==> src/rtl/swallow_pkg.sv <==
package swallow_pkg;
  localparam int A_W = 4;
  localparam int M_W = 15;
  localparam int R_W = M_W + 5;
  localparam int N_SMALL = 8;
  localparam int N_LARGE = 16;

  // Effective swallow value: in the small-prescaler mode the MSB is dropped.
  function automatic logic [A_W-1:0] eff_swallow(input logic [A_W-1:0] a, input logic wide);
    logic [A_W-1:0] r;
    r = a;
    if (!wide) r[A_W-1] = 1'b0;
    return r;
  endfunction

  // Effective main value: zero is treated as a one-pulse cycle.
  function automatic logic [M_W-1:0] eff_main(input logic [M_W-1:0] m);
    return (m == '0) ? M_W'(1) : m;
  endfunction

  function automatic logic cfg_bad(input logic [A_W-1:0] a, input logic [M_W-1:0] m);
    return m < {{(M_W-A_W){1'b0}}, a};
  endfunction

  function automatic logic [R_W-1:0] base_n(input logic wide);
    return wide ? R_W'(N_LARGE) : R_W'(N_SMALL);
  endfunction

  // Input clocks per cycle for a legal configuration.
  function automatic logic [R_W-1:0] total_ratio(input logic [A_W-1:0] a,
                                                 input logic [M_W-1:0] m,
                                                 input logic wide);
    return R_W'(m) * base_n(wide) + R_W'(a);
  endfunction
endpackage

==> src/rtl/swallow_cfg_latch.sv <==
module swallow_cfg_latch
  import swallow_pkg::*;
#(
  parameter int AW = swallow_pkg::A_W,
  parameter int MW = swallow_pkg::M_W
) (
  input  logic          clk,
  input  logic          rst,
  input  logic          load,
  input  logic [AW-1:0] a_in,
  input  logic [MW-1:0] m_in,
  input  logic          wide_in,
  output logic [AW-1:0] a_w,
  output logic [MW-1:0] m_w,
  output logic          wide_w,
  output logic          bad_w
);
  always_ff @(posedge clk) begin
    if (rst || load) begin
      a_w    <= eff_swallow(a_in, wide_in);
      m_w    <= eff_main(m_in);
      wide_w <= wide_in;
      bad_w  <= cfg_bad(eff_swallow(a_in, wide_in), eff_main(m_in));
    end
  end

  // small-prescaler mode never carries a swallow MSB
  a_r5_msb_masked: assert property (@(posedge clk) disable iff (rst)
    !wide_w |-> !a_w[AW-1]);

  // working words only move on a boundary
  a_r6_hold_mid_cycle: assert property (@(posedge clk) disable iff (rst)
    !load |=> ($stable(a_w) && $stable(m_w) && $stable(wide_w)));

  // the working main count is never zero
  a_r3_main_nonzero: assert property (@(posedge clk) disable iff (rst)
    m_w != '0);
endmodule

==> src/rtl/swallow_pulse_count.sv <==
module swallow_pulse_count #(
  parameter int MW = swallow_pkg::M_W
) (
  input  logic          clk,
  input  logic          rst,
  input  logic [MW-1:0] m_w,
  output logic [MW-1:0] idx,
  output logic          cyc_start,
  output logic          cyc_end
);
  localparam logic [MW-1:0] ONE = MW'(1);

  assign cyc_start = (idx == '0);
  assign cyc_end   = (idx == m_w - ONE);

  always_ff @(posedge clk) begin
    if (rst || cyc_end) idx <= '0;
    else                idx <= idx + ONE;
  end

  // the index never passes the cycle length
  a_r3_idx_in_range: assert property (@(posedge clk) disable iff (rst)
    idx < m_w);

  // after a cycle end the next pulse is pulse 0
  a_r3_wrap: assert property (@(posedge clk) disable iff (rst)
    cyc_end |=> cyc_start);
endmodule

==> src/rtl/swallow_mod_ctrl.sv <==
module swallow_mod_ctrl #(
  parameter int AW = swallow_pkg::A_W,
  parameter int MW = swallow_pkg::M_W
) (
  input  logic          clk,
  input  logic          rst,
  input  logic [MW-1:0] idx,
  input  logic          cyc_start,
  input  logic [AW-1:0] a_w,
  input  logic          bad_w,
  output logic          mod_hi
);
  logic [MW-1:0] a_ext;
  assign a_ext  = {{(MW-AW){1'b0}}, a_w};
  assign mod_hi = (idx < a_ext) || bad_w;

  // a bad configuration never drops to the lower ratio
  a_r7_bad_stays_high: assert property (@(posedge clk) disable iff (rst)
    bad_w |-> mod_hi);

  // once low inside a cycle, the modulus stays low until the next start
  a_r2_no_reraise: assert property (@(posedge clk) disable iff (rst)
    (!cyc_start && $past(!mod_hi)) |-> !mod_hi);

  // a non-zero swallow count starts every cycle at N+1
  a_r2_start_high: assert property (@(posedge clk) disable iff (rst)
    (cyc_start && a_w != '0) |-> mod_hi);
endmodule

==> src/rtl/swallow_divider.sv <==
module swallow_divider
  import swallow_pkg::*;
(
  input  logic           clk_pre,
  input  logic           rst,
  input  logic [A_W-1:0] a_prog,
  input  logic [M_W-1:0] m_prog,
  input  logic           mode16,
  output logic           mod_hi,
  output logic           div_pulse,
  output logic           cfg_err
);
  logic [A_W-1:0] a_w;
  logic [M_W-1:0] m_w;
  logic           wide_w;
  logic           bad_w;
  logic [M_W-1:0] idx;
  logic           cyc_start;
  logic           cyc_end;

  swallow_cfg_latch #(.AW(A_W), .MW(M_W)) u_cfg (
    .clk(clk_pre), .rst(rst), .load(cyc_end),
    .a_in(a_prog), .m_in(m_prog), .wide_in(mode16),
    .a_w(a_w), .m_w(m_w), .wide_w(wide_w), .bad_w(bad_w)
  );

  swallow_pulse_count #(.MW(M_W)) u_cnt (
    .clk(clk_pre), .rst(rst), .m_w(m_w),
    .idx(idx), .cyc_start(cyc_start), .cyc_end(cyc_end)
  );

  swallow_mod_ctrl #(.AW(A_W), .MW(M_W)) u_mod (
    .clk(clk_pre), .rst(rst), .idx(idx), .cyc_start(cyc_start),
    .a_w(a_w), .bad_w(bad_w), .mod_hi(mod_hi)
  );

  assign div_pulse = cyc_end;
  assign cfg_err   = bad_w;

  // Input-clock accumulator for the ratio assertion only.
  logic [R_W-1:0] in_acc;
  logic [R_W-1:0] in_acc_now;
  assign in_acc_now = in_acc + base_n(wide_w) + (mod_hi ? R_W'(1) : R_W'(0));

  always_ff @(posedge clk_pre) begin
    if (rst || cyc_end) in_acc <= '0;
    else                in_acc <= in_acc_now;
  end

  // a legal cycle spans exactly M*N+A input clocks
  a_r4_ratio: assert property (@(posedge clk_pre) disable iff (rst)
    (cyc_end && !bad_w) |-> (in_acc_now == total_ratio(a_w, m_w, wide_w)));

  // the divided output is one clock wide unless M is 1
  a_r3_one_wide: assert property (@(posedge clk_pre) disable iff (rst)
    div_pulse |=> (!div_pulse || m_w == M_W'(1)));

  // released from reset at pulse 0
  a_r1_first_pulse: assert property (@(posedge clk_pre)
    $fell(rst) |-> cyc_start);
endmodule

==> config.mk <==
export PLATFORM = sky130hd
export DESIGN_NAME = swallow_divider
export DESIGN_NICKNAME = d
export VERILOG_FILES = /design/src/rtl/swallow_pkg.sv /design/src/rtl/swallow_cfg_latch.sv /design/src/rtl/swallow_pulse_count.sv /design/src/rtl/swallow_mod_ctrl.sv /design/src/rtl/swallow_divider.sv
export SDC_FILE = /design/constraint.sdc
export NUM_CORES = 1
export LEC_CHECK = 0
export ABC_CLOCK_PERIOD_IN_PS = 8200
export CORE_ASPECT_RATIO = 1.4
export CORE_MARGIN = 3
export CORE_UTILIZATION = 39
export CTS_CLUSTER_SIZE = 40
export DETAILED_ROUTE_END_ITERATION = 10
export GPL_ROUTABILITY_DRIVEN = 0
export RECOVER_POWER = 25
export SYNTH_ARGS = -nofsm -noshare
export SYNTH_HDL_FRONTEND = slang
export SYNTH_SLANG_ARGS = --single-unit
==> constraint.sdc <==
create_clock -name clk_pre -period 8.2 [get_ports clk_pre]
set_input_delay 1.64 -clock clk_pre [delete_from_list [all_inputs] [get_ports clk_pre]]
set_output_delay 1.64 -clock clk_pre [all_outputs]
set_load 0.01 [all_outputs]
[Yosys cells after proc, flatten, opt, wreduce, memory -nomap -nowiden]
Cells that the tools add are included.
Word-level totals
  output and inout bits: 3
  input bits: 22
  word-level logic and storage cells: 15
  register bits: 35
Cells by class
  reductions and logical operators: 3
  equal/unequal tests: 1
  $lt $le $gt $ge: 2
  add/sub/neg operators: 2
  muxes and demuxes: 3
Operators with widths (count)
  < comparator 15 x 4 -> 1 bit: 2
  adder 15 x 1 -> 15 bit (second input constant): 1
  == test 15 bit: 1
  zero test 15 bit: 1
  2-to-1 mux 15 bit: 1
  subtractor 15 x 1 -> 15 bit (second input constant): 1
  logical OR 1 bit: 2
  2-to-1 mux 1 bit: 2

[Longest topological paths before layout]
  word-level depth: 5
  gate-level depth with buffers: 9
  mapped depth without buffers: 8

[Modules after synthesis]
Synthesis repeated with hierarchy kept, for this count alone.
Second synthesis, totals
  cell total of the unflattened synthesis: 214
  area total of the unflattened synthesis: 2169.6 um2
Modules (own cells, without submodules)
  swallow_pulse_count: sequential area each 300.3 um2, cells each 146, times used 1, area each 1216.2 um2
  swallow_cfg_latch: sequential area each 630.6 um2, cells each 55, times used 1, area each 848.3 um2
  swallow_mod_ctrl: sequential area each 0.0 um2, cells each 13, times used 1, area each 105.1 um2

[Worst setup path before layout]
Ideal clock, no wire load.
  path type: reg2out
  start: reg u_cfg.m_w[3]
  end: out div_pulse
  setup slack: 4067 ps
  stages on the path, launching flop included: 6
  path buffers: 1
  arrival: 2493 ps
  data required time: 6560 ps
  cells stage by stage: edfxtp_1 -> or4_4 -> or3_4 -> o311a_1 -> a2111oi_4 -> buf_6
On the way
  longest elaborated chain between the ends: 2
RTL lines
  start: declaration: line swallow_cfg_latch.sv:14  | output logic [MW-1:0] m_w,
  start signal: assignment: line swallow_cfg_latch.sv:21  | m_w <= eff_main(m_in);
  subtractor 15 x 1 -> 15 bit: line swallow_pulse_count.sv:14  | assign cyc_end = (idx == m_w - ONE);
  == test 15 bit: line swallow_pulse_count.sv:14
  end: declaration: line swallow_divider.sv:10  | output logic div_pulse,
No other way between the ends.

[Worst setup path in the final report]
  start: reg u_cfg.m_w[8]
  end: out div_pulse
The elaborated chain is that of the path after synthesis.

==> flow_summary.ini <==
[finish]
final_util_pct = 47.6
seq_area_um2 = 901
final_nets = 244
multi_input_area_um2 = 998
fillers = 481
diodes = 0
syn_to_final_growth_pct = 16.7
drive_gt1_share_pct = 7.91

[synthesis]
ys_async_sr_fraction_pct = 0
synthCells = 200
synth-seq-area-share_pct = 44.9
synth_nets = 230
synth-edff-count = 20
synth_top_cell_area_share_pct = 30.0
yosys.area.top_type = edfxtp_1
synth_area_leaders = edfxtp_1 30%, dfxtp_1 15%, xnor2_1 8.3%
yosys_warnings = 0
syn_area_um2 = 2000
avgSynthCellArea_um2 = 10.0
ys_seq_elements = 35
synth_ff_type = edfxtp_1
synth_cell_types = 45

[job]
maxCapViolCount = 0

[setup_path]
crit_chain = nor4_1, nor4b_1, xnor2_1, o211ai_1, a2111oi_4, buf_4, clkdlybuf4s50_1
critPathRequiredTime_ns = 6.56
startpoint_type = register
cp.arrival_ns = 3.55
timing.rr.start = u_cfg.m_w[8]
cp_max_fo = 17
cp_slowest_cell = nor4_1
crit_type = reg2out
end_kind = output port
slowest_delay_ns = 0.84
cp-startpoint = u_cfg.m_w[8]

[floorplanning]
io_pins = 25
rows = 30
die_h_um = 90.8
core-area_um2 = 4920
start_util_pct = 40.8
die_area_um2 = 6050
dieWidth_um = 66.6

[timing]
maxSlewViolCount = 0
hold_viol = 0
clock.fmax_mhz = 193
rsz0062_at_grt = no
final.setup.tns_ns = 0
fin_crit_sh_pct = 63.3
post-route-min-period_ns = 5.19
finalSetupViolCount = 0
fin_worst_skew_ns = 0.00728
tightestPinTransition_ns = 0.932
max-slew-margin-rel_pct = 37.3

[route]
vias_per_cell = 5.19
routed_wl_um = 3900
dr.first_iter.drc_count = 100
firstDrtPassIters = 4
drc = 0
ant_nets = 0
vias = 1449
routedWlPerCell_um = 14.0

[grt]
antenna_found_initial = 0
gr-total-overflow = 0
grt_pass1_vias = 1422
grt_usage_pct = 14.3
grt_max_degree = 21
grt_pass1_wl_um = 6620

[pwr]
p_leak_nw = 0.794
power_density_nw_per_um2 = 157
ir_drop_v = 0.0000790

[clock_tree]
cts_tree = built
hold_buffers = 0
clock-sinks = 35
cts_root_buffer = clkbuf_8
cts_resized = 0
cts_buffers = 5
cts_setup_buffers = 0
clk_path_buf_depth = 2
cts_max_level = 2
clk_latency_ns = 0.28
clk_pin_slew_ns = 0.07

[placement]
dp_hpwl_um = 3020
io_buffers = 24

[hold_path]
hp-start = u_cnt.idx[0]
holdCritPathClass = reg2reg

[outcome]
outcome = complete, no violations
[layout by cell type, fill, tap and decap left out, types with 5 or more instances in the layout]
master           netlist  final
dfxtp_1               15     15
clkdlybuf4s50_1        0     10
xor2_1                12     12
nor4_1                 8      8
nand3_1               11     11
nand2_1                7      7
dlygate4sd3_1          0     14
edfxtp_1              20     20
inv_1                  8      8
nor2_1                11     11
xnor2_1               19     19
nor3_1                16     16
ha_1                   8      8
clkbuf_8               0      5
[synth_stat cells, types with 3 or more instances]
cell	number
ha_1	8
o21ai_0	3
nand2b_1	3
xor2_1	12
nor4_1	8
nor3_1	16
inv_1	8
edfxtp_1	20
a21oi_1	4
xnor2_1	19
nand3_1	11
nor2_1	11
nand2_1	7
dfxtp_1	15
clkbuf_1	17
[final cells by class]
type / count / share of cell area, %
multi-input combinational: 139 / 42.7
inverter: 8 / 1.28
tap: 64 / 3.42
sequential: 35 / 38.5
clock inverter: 1 / 0.214
timing repair buffer: 25 / 10.6
clock buffer: 7 / 3.26
[metrics by stage]
| step | hold slack (ns) | total power [W] | cells | cell area [µm²] | worst slack (ns) |
|---|---|---|---|---|---|
| 2_1_floorplan | 0.503 | 0.000236 | 200 | 2000 | 4.07 |
| 3_3_place_gp | 0.591 | 0.000254 | 271 | 2260 | 3.48 |
| 3_5_place_dp | 0.583 | 0.000254 | 271 | 2260 | 3.33 |
| 4_1_cts | 0.600 | 0.000372 | 279 | 2340 | 2.98 |
| 5_1_grt | 0.632 | 0.000386 | 279 | 2340 | 2.76 |
| 6_report | 0.602 | 0.000368 | 279 | 2340 | 3.01 |
[state kept, by name (all words and copies together), names as in the netlist]
signal / flops
u_cfg.a_w: 4
u_cfg.bad_w: 1
u_cnt.idx: 15
u_cfg.m_w: 15
[cells by family after synthesis]
family	share of synthesized area, %
fa+ha+maj	4.99
xor+xnor	13.5
simple gates	22.9
compound gates	7.80
buf+inv	5.24
flops	44.9
mux	0.562
[power by group]
group | internal (W) | switching (W)
registers | 0.000196 | 0.00000912
logic | 0.0000235 | 0.0000208
clock network | 0.0000595 | 0.0000589
total | 0.000279 | 0.0000888
[worst max-delay path: cells and delay by family (launching register included)]
kind	cells	cell delay (ns)
AND/OR/NAND/NOR	2	1.28
flip-flops	1	0.49
buffers and inverters	2	0.84
AO/OA/AOI/OAI	2	0.49
XOR/XNOR	1	0.17
[final timing paths]
| kind | slack (ns) | cells after the start | to |
|---|---|---|---|
| min reg2reg | 0.60 | 1 | u_cnt.idx[0] |
| max reg2reg | 4.69 | 7 | u_cfg.m_w[1] |
| min | 0.60 | 1 | u_cnt.idx[0] |
| max | 3.01 | 7 | div_pulse |
[routing by layer]
layer	wire (µm)	global-route usage (%)
met1	1700	17.6
met2	1970	23.3
met3	130	3.36
met4	95	6.10
met5	0	0
Power figures use the tool's default switching activity.
